File: src/rtl/alc_pkg.sv
package alc_pkg;
    localparam int WORD_W   = 32;
    localparam int RETRY_W  = 4;
    localparam int SEC_W    = 3;
    localparam int FRAC_W   = 13;
    localparam int FRAC_LSB = 0;
    localparam int SEC_LSB  = FRAC_LSB + FRAC_W;
    localparam int RETRY_LSB = SEC_LSB + SEC_W;
    localparam int RSPALL_BIT = RETRY_LSB + RETRY_W;
    localparam int TXRST_BIT  = RSPALL_BIT + 1;
    localparam int RXRST_BIT  = TXRST_BIT + 1;
    localparam int BCAST_BIT  = RXRST_BIT + 1;
    localparam int USED_W     = BCAST_BIT + 1;

    localparam logic [FRAC_W-1:0]  FRAC_INIT   = 13'h0320;
    localparam logic [SEC_W-1:0]   SEC_INIT    = '0;
    localparam logic [RETRY_W-1:0] RETRY_INIT  = '0;
    localparam logic               RSPALL_INIT = 1'b1;
    localparam logic               BCAST_INIT  = 1'b0;

    typedef enum logic { RX_RUN, RX_HOLD } rx_state_t;
    typedef enum logic { TX_LIVE, TX_HELD } tx_state_t;

    typedef struct packed {
        logic               bcast;
        logic               rsp_all;
        logic [RETRY_W-1:0] retry;
        logic [SEC_W-1:0]   sec;
        logic [FRAC_W-1:0]  frac;
    } plain_t;
endpackage

File: src/rtl/alc_rx_fsm.sv
module alc_rx_fsm (
    input  logic clk,
    input  logic rst_n,
    input  logic wr_en,
    input  logic wr_bit,
    input  logic link_idle,
    output logic rx_rst
);
    import alc_pkg::*;
    rx_state_t state, state_nx;

    always_ff @(posedge clk or negedge rst_n) begin
        if (!rst_n) state <= RX_RUN;
        else        state <= state_nx;
    end

    always_comb begin
        state_nx = state;
        unique case (state)
            RX_RUN:  if (wr_en && wr_bit) state_nx = RX_HOLD;        // RX_ARM
            RX_HOLD: begin
                if (wr_en && !wr_bit)     state_nx = RX_RUN;         // RX_DROP
                else if (!(wr_en && wr_bit) && link_idle)
                                          state_nx = RX_RUN;         // RX_AUTOCLR
            end
            default:                      state_nx = RX_RUN;
        endcase
    end

    always_comb rx_rst = (state == RX_HOLD);
endmodule

File: src/rtl/alc_tx_fsm.sv
module alc_tx_fsm (
    input  logic clk,
    input  logic rst_n,
    input  logic wr_en,
    input  logic wr_bit,
    input  logic bus_reset,
    output logic tx_rst
);
    import alc_pkg::*;
    tx_state_t state, state_nx;

    always_ff @(posedge clk or negedge rst_n) begin
        if (!rst_n) state <= TX_HELD;
        else        state <= state_nx;
    end

    always_comb begin
        state_nx = state;
        unique case (state)
            TX_LIVE: begin
                if (bus_reset)             state_nx = TX_HELD;      // TX_FORCE
                else if (wr_en && wr_bit)  state_nx = TX_HELD;      // TX_SET
            end
            TX_HELD: begin
                if (bus_reset)             state_nx = TX_HELD;      // TX_FORCE
                else if (wr_en && !wr_bit) state_nx = TX_LIVE;      // TX_RELEASE
            end
            default:                       state_nx = TX_HELD;
        endcase
    end

    always_comb tx_rst = (state == TX_HELD);
endmodule

File: src/rtl/alc_fields.sv
module alc_fields (
    input  logic                         clk,
    input  logic                         rst_n,
    input  logic                         wr_en,
    input  logic [alc_pkg::WORD_W-1:0]   wr_data,
    output alc_pkg::plain_t              fields
);
    import alc_pkg::*;
    plain_t incoming;

    always_comb begin
        incoming.bcast   = wr_data[BCAST_BIT];
        incoming.rsp_all = wr_data[RSPALL_BIT];
        incoming.retry   = wr_data[RETRY_LSB +: RETRY_W];
        incoming.sec     = wr_data[SEC_LSB +: SEC_W];
        incoming.frac    = wr_data[FRAC_LSB +: FRAC_W];
    end

    always_ff @(posedge clk or negedge rst_n) begin
        if (!rst_n) begin
            fields.bcast   <= BCAST_INIT;
            fields.rsp_all <= RSPALL_INIT;
            fields.retry   <= RETRY_INIT;
            fields.sec     <= SEC_INIT;
            fields.frac    <= FRAC_INIT;
        end else if (wr_en) begin
            fields <= incoming;
        end
    end
endmodule

File: src/rtl/async_link_ctl.sv
module async_link_ctl (
    input  logic        clk,
    input  logic        rst_n,
    input  logic        wr_en,
    input  logic [31:0] wr_data,
    input  logic        bus_reset,
    input  logic        link_idle,
    output logic [31:0] rd_data,
    output logic        bcast_off,
    output logic        rx_rst,
    output logic        tx_rst,
    output logic        rsp_all,
    output logic [3:0]  retry_max,
    output logic [2:0]  tmo_sec,
    output logic [12:0] tmo_frac
);
    import alc_pkg::*;
    plain_t f;

    alc_fields u_fields (
        .clk(clk), .rst_n(rst_n), .wr_en(wr_en), .wr_data(wr_data), .fields(f)
    );
    alc_rx_fsm u_rx (
        .clk(clk), .rst_n(rst_n), .wr_en(wr_en), .wr_bit(wr_data[RXRST_BIT]),
        .link_idle(link_idle), .rx_rst(rx_rst)
    );
    alc_tx_fsm u_tx (
        .clk(clk), .rst_n(rst_n), .wr_en(wr_en), .wr_bit(wr_data[TXRST_BIT]),
        .bus_reset(bus_reset), .tx_rst(tx_rst)
    );

    always_comb begin
        bcast_off = f.bcast;
        rsp_all   = f.rsp_all;
        retry_max = f.retry;
        tmo_sec   = f.sec;
        tmo_frac  = f.frac;
        rd_data   = '0;
        rd_data[USED_W-1:0] = {f.bcast, rx_rst, tx_rst, f.rsp_all,
                               f.retry, f.sec, f.frac};
    end
endmodule

File: config.mk
export PLATFORM = sky130hd
export DESIGN_NAME = async_link_ctl
export DESIGN_NICKNAME = d
export VERILOG_FILES = /design/src/rtl/alc_pkg.sv /design/src/rtl/alc_rx_fsm.sv /design/src/rtl/alc_tx_fsm.sv /design/src/rtl/alc_fields.sv /design/src/rtl/async_link_ctl.sv
export SDC_FILE = /design/constraint.sdc
export NUM_CORES = 1
export LEC_CHECK = 0
export ABC_AREA = 0
export BUFFER_PORTS_ARGS = -buffer_cell sky130_fd_sc_hd__buf_4
export CAP_MARGIN = 25
export CELL_PAD_IN_SITES_DETAIL_PLACEMENT = 0
export CELL_PAD_IN_SITES_GLOBAL_PLACEMENT = 1
export CORE_MARGIN = 2
export CORE_UTILIZATION = 31
export DETAILED_ROUTE_END_ITERATION = 16
export MAX_ROUTING_LAYER = met4
export PLACE_DENSITY_LB_ADDON = 0.08
export SLEW_MARGIN = 20
export SYNTH_ARGS = -nofsm -noshare
export SYNTH_HDL_FRONTEND = slang
export SYNTH_SLANG_ARGS = --single-unit
File: constraint.sdc
create_clock -name clk -period 1.6 [get_ports clk]
set_input_delay 0.08 -clock clk [delete_from_list [all_inputs] [get_ports clk]]
set_output_delay 0.08 -clock clk [all_outputs]
set_load 0.01 [all_outputs]
==> results of run 1 <==
-- flip-flops by register name (all words and copies together) (netlist names) --
register,count
u_fields.fields,22
u_rx.rx_rst,1
u_tx.tx_rst,1
-- through the flow --
| step | hold slack (ps) | instance area, um^2 | power [W] |
|---|---|---|---|
| 3_5_place_dp | 4.46 | 1610 | 0.00116 |
| 4_1_cts | 14.1 | 1680 | 0.00160 |
| 5_1_grt | 13.4 | 1680 | 0.00165 |
| 3_3_place_gp | 1.92 | 1610 | 0.00116 |
| 6_report | 25.8 | 1680 | 0.00155 |
| 2_1_floorplan | -216 | 1270 | 0.00101 |
-- routing by layer --
layer | GRT usage [%] | part of all wire, %
met1 | 12.9 | 40
met2 | 17.6 | 50
met3 | 3.33 | 10
met4 | 2.30 | 0.34
met5 | - | 0
-- synth_stat cells --
| cell | count | share of area (%) |
|---|---|---|
| buf_4 | 32 | 19 |
| dfrtp_1 | 19 | 38 |
| mux2_4 | 17 | 21 |
| dfstp_2 | 5 | 11 |
| mux2_2 | 5 | 4.5 |
| buf_12 | 2 | 3.2 |
| a211o_1 | 1 | 0.71 |
| a22o_1 | 1 | 0.71 |
| buf_6 | 1 | 0.91 |
| conb_1 | 1 | 0.30 |
| nor2_1 | 1 | 0.30 |
| nor2b_1 | 1 | 0.50 |
-- placed cells by master (no fill, tap or decap), drive strengths merged --
| cell type | netlist | layout |
|---|---|---|
| conb | 1 | 8 |
| buf | 35 | 76 |
| dfrtp | 19 | 19 |
| nor2b | 1 | 1 |
| nor2 | 1 | 1 |
| mux2 | 22 | 22 |
| a211o | 1 | 1 |
| a22o | 1 | 1 |
| dlygate4sd3 | 0 | 2 |
| dfstp | 5 | 5 |
| clkbuf | 0 | 4 |
-- timing repair --
item / in CTS / in global routing
hold buffers: 2 / 0
resized for setup: 0 / 0
endpoints found under the hold margin: 25 / 0
buffers inserted: 0 / 0
-- final cells by class --
cell class | count | share of cell area [%]
flip-flops and latches | 24 | 36.1
repair buffers | 78 | 35.1
multi-input cells | 34 | 21.9
well taps | 48 | 3.57
clock buffers | 4 | 3.27
-- cell families (layout without fill, tap and decap cells) --
family	after synthesis	count (layout)	synth area share (%)
buffers and inverters	35	82	23.5
AOI/OAI and AO/OA	2	2	1.41
and+or+nand+nor	2	2	0.806
other	1	8	0.302
muxes	22	22	25.1
DFF	24	24	48.9
-- how the worst max path moves through the flow --
stage | slack [ps] | endpoint | depth (start not counted) | startpoint
3_5_place_dp | 610 | u_fields.fields[15] | 2 | wr_en
5_1_grt | 550 | rd_data[9] | 1 | u_fields.fields[9]
3_3_place_gp | 630 | u_fields.fields[15] | 2 | wr_en
6_report | 590 | rd_data[8] | 1 | u_fields.fields[8]
2_1_floorplan | 790 | u_tx.tx_rst | 2 | u_tx.tx_rst
4_1_cts | 570 | rd_data[8] | 1 | u_fields.fields[8]
-- report_power, final --
part	switching, W	internal, W	leakage, nW
Sequential	0.0000482	0.000675	0.276
Clock	0.000184	0.000219	0.0288
Combinational	0.000163	0.000264	0.570
==> flow_summary.ini, run 1 <==
[min_path]
hold_end = u_tx.tx_rst
hold_class = input port to register
min_from = wr_data[21]
worstHoldPathCells = 2

[timing]
min_period_ps = 1010
fmax_ghz = 0.991
fin_crit_sh_pct = 63.1
setup_ws_ps = 591
fin_tns_setup_ps = 0
skew_ps = 0
slew_viol_final = 0
hold_violations = 0
grt_setup_unrepaired = false
setup_viol = 0

[drt]
vias = 779
wire_per_inst_um = 12.4
drc = 0
final_antenna_net_count = 0
drtPass1Iterations = 2
avgViaCountPerCell = 4.14
drt_iter0_markers = 27
wl_um = 2320

[critical_path]
path_max_fanout = 3
cp-start-kind = register
timing.rr.start = u_tx.tx_rst
path_delay_family = flip-flops
slowest_stage = dfstp_2
critPathRequiredTime_ps = 1520
r2r-end = u_tx.tx_rst
setup.worst_path.end_class = output pin
crit_arrival_ps = 930
worst_r2r_path_depth = 2
path_cells = buf_4
cpPeakStageDelay_ps = 550
crit_buf_inv = 1
crit_type = register to output pin
regToRegSetupSlack_ps = 760

[yosys]
synth-seq-cells = 24
postSynthCellCount = 86
synth_area_mm2 = 0.00124
synth-warning-count = 0
synth.avg_cell_area_um2 = 14.4
yosysSeqAreaShare_pct = 48.9
netlist-cell-type-count = 12

[place]
routabilityCongestion = 0.614
numPlacedInstances = 182
portBuffers = 76
dp_hpwl_um = 1650
dp_slack_ps = 613

[cells_and_area]
register_area_um2 = 607
nNetsFinal = 178
fin_util_pct = 44.9
drive_above_1_share_pct = 76.4
syn2layout_area_growth_pct = 35.5
multiInputGateArea_um2 = 369
final-instance-count-excl-fill = 188
fillers = 374
diodes = 0

[clock_tree]
cts.sinks = 24
cts_tree = yes
clkTransAtPathRegs_ps = 80
cts-root-buf = clkbuf_8
cts-htree-levels = 1
cts_buffer_depth = 2
worstSkewPairLatency_ps = 260
cts_buffers = 3

[floorplan]
core_mm2 = 0.00374
fp.dieH_um = 67.3
dieArea_mm2 = 0.00453
fp.dieW_um = 67.3
std_cell_rows = 22
initial_core_util_pct = 33.2
ios = 93

[global_route]
antenna_found_initial = 0
grt.total_usage_pct = 10.7
grt_max_degree = 27
globalRoute.totalOverflow = 0
grt_pass1_vias = 726
grt_first_pass_wirelength_um = 3530

[flow_run]
maxCapViolCount = 0

[status]
status = completed

[power]
powerDensity_mw_per_mm2 = 924
ir_drop_v = 0.000519
power_leakage_nw = 0.875
No activity file was read; power rests on OpenSTA's default activity.
==> run 2, diff against run 1 <==
--- a/config.mk
+++ b/config.mk
@@ -11,7 +11,7 @@
 export CELL_PAD_IN_SITES_DETAIL_PLACEMENT = 0
 export CELL_PAD_IN_SITES_GLOBAL_PLACEMENT = 1
 export CORE_MARGIN = 2
-export CORE_UTILIZATION = 31
+export CORE_UTILIZATION = 26
 export DETAILED_ROUTE_END_ITERATION = 16
 export MAX_ROUTING_LAYER = met4
 export PLACE_DENSITY_LB_ADDON = 0.08
==> constraint.sdc (replaced) <==
create_clock -name clk -period 0.89 [get_ports clk]
set_input_delay 0.0445 -clock clk [delete_from_list [all_inputs] [get_ports clk]]
set_output_delay 0.0445 -clock clk [all_outputs]
set_load 0.01 [all_outputs]
==> flow_summary.ini, run 2 (synthesized netlist as in run 1, its figures left out) <==
[cells_and_area]
final-instance-count-excl-fill = 203
most-common-layout-cells = 39 x buf_4, 37 x buf_6, 19 x dfrtp_1
diodes = 0
largest-register = u_fields.fields
fin_util_pct = 41.0
nNetsFinal = 187
drive_above_1_share_pct = 71.8
syn2layout_area_growth_pct = 53.9
largest_reg_flops = 22
final_common_cell = buf_4

[drt]
drtPass1Iterations = 2
final_antenna_net_count = 0
avgViaCountPerCell = 3.90
drc = 0
wl_um = 2400
wire_per_inst_um = 11.8
vias = 791
drt_iter0_markers = 6

[critical_path]
crit_buf_inv = 1
slowest_stage = dfstp_2
cp-start-kind = register
critPathRequiredTime_ps = 850
path_max_fanout = 3
path_cells = buf_6
worst_r2r_path_depth = 2
r2r-end = u_tx.tx_rst
crit_arrival_ps = 940
path_delay_family = flip-flops
regToRegSetupSlack_ps = 70
timing.rr.start = u_tx.tx_rst
cpPeakStageDelay_ps = 570
setup.worst_path.end_class = output pin
crit_type = register to output pin

[clock_tree]
cts.sinks = 24
cts_tree = yes
cts_buffers = 3
cts-root-buf = clkbuf_8
cts-htree-levels = 1
worstSkewPairLatency_ps = 260
postCtsSetupBuffers = 0
clkTransAtPathRegs_ps = 90
cts_buffer_depth = 2

[timing]
fmax_ghz = 1.02
min_period_ps = 980
skew_ps = 0
setup_viol = 10
fin_tns_setup_ps = -798
setup_ws_ps = -89.7
grt_setup_unrepaired = true
fin_crit_sh_pct = 110
slew_viol_final = 0
hold_violations = 0

[global_route]
grt.total_usage_pct = 8.78
grt_max_degree = 27
globalRoute.totalOverflow = 0
antenna_found_initial = 0
grt_pass1_vias = 741
grt_first_pass_wirelength_um = 3510

[status]
violations = setup timing
status = complete, but fails checks

[place]
dp_slack_ps = -58.3
numPlacedInstances = 188
dp_hpwl_um = 1710
routabilityCongestion = 0.621
portBuffers = 76

[floorplan]
std_cell_rows = 25
core_mm2 = 0.00466
ios = 93
fp.dieW_um = 73.1
fp.dieH_um = 73.1
initial_core_util_pct = 26.6
dieArea_mm2 = 0.00534

[min_path]
min_from = wr_data[5]
hold_class = input port to register
hold_end = u_fields.fields[5]
worstHoldPathCells = 2

[power]
ir_drop_v = 0.000870
power_leakage_nw = 0.953
powerDensity_mw_per_mm2 = 1500

[flow_run]
maxCapViolCount = 0
-- run 2: changes by cell type in the layout (fill, tap and decap cells not counted), sizes merged --
cell         change
dlygate4sd3      +9
-- run 2: routing by layer --
metal	part of all wire (%)	vias up	track usage (%)
met5	0	-	-
met4	0.67	0	1.23
met3	8.7	2	2.90
met2	49	48	13.9
met1	42	374	11.2
li1	-	367	-
-- run 2: repair_timing --
action	in CTS	in global routing
resized for setup	4	34
hold endpoints to repair	31	2
setup endpoints to repair	12	42
hold buffers	9	2
-- run 2: metrics by stage --
| stage | area, um^2 | hold slack, ps | power, W |
|---|---|---|---|
| 2_1_floorplan | 1270 | -251 | 0.00182 |
| 3_3_place_gp | 1610 | -32.9 | 0.00209 |
| 3_5_place_dp | 1610 | -30.0 | 0.00209 |
| 4_1_cts | 1760 | 0.118 | 0.00282 |
| 5_1_grt | 1910 | -0.697 | 0.00305 |
| 6_report | 1910 | 8.38 | 0.00287 |
-- run 2: how the worst max path moves through the flow --
stage / depth (start not counted) / to / from
6_report: 1 / tmo_frac[5] / u_fields.fields[5]
5_1_grt: 1 / rd_data[21] / u_tx.tx_rst
4_1_cts: 1 / tmo_frac[5] / u_fields.fields[5]
3_5_place_dp: 2 / u_fields.fields[14] / wr_en
3_3_place_gp: 2 / u_fields.fields[14] / wr_en
2_1_floorplan: 2 / u_tx.tx_rst / u_tx.tx_rst
-- run 2: cell type report --
type                            count  area [um^2]
Fill cell                         444         2750
Timing Repair Buffer               87          820
Sequential cell                    24          607
Multi-Input combinational cell     34          372
Tap cell                           54         67.6
Clock buffer                        4         45.0
-- run 2: power by group --
part | internal, W | switching, W
sequential | 0.00121 | 0.000115
combinational | 0.000599 | 0.000299
clock | 0.000319 | 0.000329
total | 0.00213 | 0.000743
==> run 3, diff against run 2 <==
==> constraint.sdc (replaced) <==
create_clock -name clk -period 0.9 [get_ports clk]
set_input_delay 0.045 -clock clk [delete_from_list [all_inputs] [get_ports clk]]
set_output_delay 0.045 -clock clk [all_outputs]
set_load 0.01 [all_outputs]
==> flow_summary.ini, run 3 (synthesized netlist as in run 1, its figures left out) <==
[status]
status = complete, but fails checks
violations = setup timing

[clock_tree]
cts.sinks = 24
cts-htree-levels = 1
clkTransAtPathRegs_ps = 90
cts-root-buf = clkbuf_8
cts_tree = yes
cts_buffers = 3
cts_buffer_depth = 2
worstSkewPairLatency_ps = 260

[global_route]
grtUsageMet1_pct = 11.4
grt_first_pass_wirelength_um = 3780
grt_pass1_vias = 773
globalRoute.totalOverflow = 0
grtUsageMet3_pct = 2.07
grt_use_met2_pct = 15.9
grt.total_usage_pct = 9.55
grt-busiest-layer = met2
antenna_found_initial = 0
grt_max_degree = 27

[cells_and_area]
diodes = 0
multiInputGateArea_um2 = 369
largest-register = u_fields.fields
syn2layout_area_growth_pct = 59.1
final_common_cell = buf_4
drive_above_1_share_pct = 69.2
nNetsFinal = 194
fin_util_pct = 42.4
fillers = 445
final_area_mm2 = 0.00197
largest_reg_flops = 22
register_area_um2 = 607
most-common-layout-cells = 43 x buf_4, 34 x buf_6, 19 x dfrtp_1

[drt]
wl_um = 2620
wire_per_inst_um = 12.5
drc = 0
avgViaCountPerCell = 3.98
drtPass1Iterations = 4
vias = 835
drt_iter0_markers = 8
final_antenna_net_count = 0

[critical_path]
path_cells = buf_6
crit_arrival_ps = 950
critPathRequiredTime_ps = 850
path_max_fanout = 3
crit_type = register to output pin
cp-start-kind = register
path_delay_family = flip-flops
slowest_stage = dfstp_2
cpPeakStageDelay_ps = 580
setup.worst_path.end_class = output pin
crit_buf_inv = 1

[power]
swShare_pct = 25.7
switchingPower_w = 0.000759
combPwrFrac_pct = 30.7
power_w = 0.00295
p_int_w = 0.00220
powerDensity_mw_per_mm2 = 1500
ir_drop_v = 0.000561
clockPowerShare_pct = 24.8
power_leakage_nw = 0.984
pwr-share-seq_pct = 44.5

[timing]
fin_crit_sh_pct = 110
setup_viol = 10
hold_violations = 0
min_period_ps = 993
slew_viol_final = 0
fmax_ghz = 1.01
skew_ps = 0
setup_ws_ps = -93.4
grt_setup_unrepaired = true

[place]
portBuffers = 76
routabilityCongestion = 0.647
dp_hpwl_um = 1800
dpl_cell_area_mm2 = 0.00161

[min_path]
hold_class = input port to register

[floorplan]
core_mm2 = 0.00466
dieArea_mm2 = 0.00534
fp.dieW_um = 73.1
fp.dieH_um = 73.1
initial_core_util_pct = 26.6
ios = 93
std_cell_rows = 25

[flow_run]
maxCapViolCount = 0
run 3: worst paths after layout:
check / cells past startpoint / end / startpoint / slack, ps
min in group asynchronous: 2 / u_fields.fields[19] / rst_n / 210
min: 2 / u_fields.fields[9] / wr_data[9] / 10
max: 1 / tx_rst / u_tx.tx_rst / -90
max reg2reg: 2 / u_tx.tx_rst / u_tx.tx_rst / 30
min reg2reg: 1 / u_fields.fields[14] / u_fields.fields[14] / 550
max in group asynchronous: 2 / u_fields.fields[20] / rst_n / 390
run 3: through the flow:
stage | hold slack, ps | setup TNS [ps] | std cells | setup WS (ps)
2_1_floorplan | -251 | 0 | 93 | 85.8
3_3_place_gp | -32.1 | -116 | 188 | -29.8
3_5_place_dp | -25.5 | -254 | 188 | -54.2
4_1_cts | 0.822 | -996 | 205 | -111
5_1_grt | 0.0685 | -1550 | 210 | -139
6_report | 11.3 | -872 | 210 | -93.4
run 3: power groups by stage:
stage	Clock [W]	Combinational (W)	Sequential (W)
2_1_floorplan	0	0.000450	0.00135
3_3_place_gp	0	0.000762	0.00130
3_5_place_dp	0	0.000766	0.00131
4_1_cts	0.000776	0.000833	0.00130
5_1_grt	0.000830	0.000966	0.00133
6_report	0.000731	0.000908	0.00132
run 3: area by class of cell:
| class | instances | share of cell area (%) |
|---|---|---|
| clock buffer | 4 | 2.79 |
| tap | 54 | 3.42 |
| timing repair buffer | 94 | 44.4 |
| multi-input combinational | 34 | 18.7 |
| sequential | 24 | 30.7 |
run 3: per-layer routing:
| metal | vias to the layer above | share of wire (%) |
|---|---|---|
| met2 | 46 | 50 |
| li1 | 380 | - |
| met4 | 0 | 0.57 |
| met3 | 2 | 7.2 |
| met5 | - | 0 |
| met1 | 407 | 42 |
run 3: repair_timing:
item                                   in CTS  in global routing
setup buffers                               0                  1
resized for setup                           8                 26
endpoints found under the hold margin      35                  4
hold buffers                               13                  4
gates cloned                                0                  0
setup endpoints to repair                  10                 34
pin swaps                                   0                  0
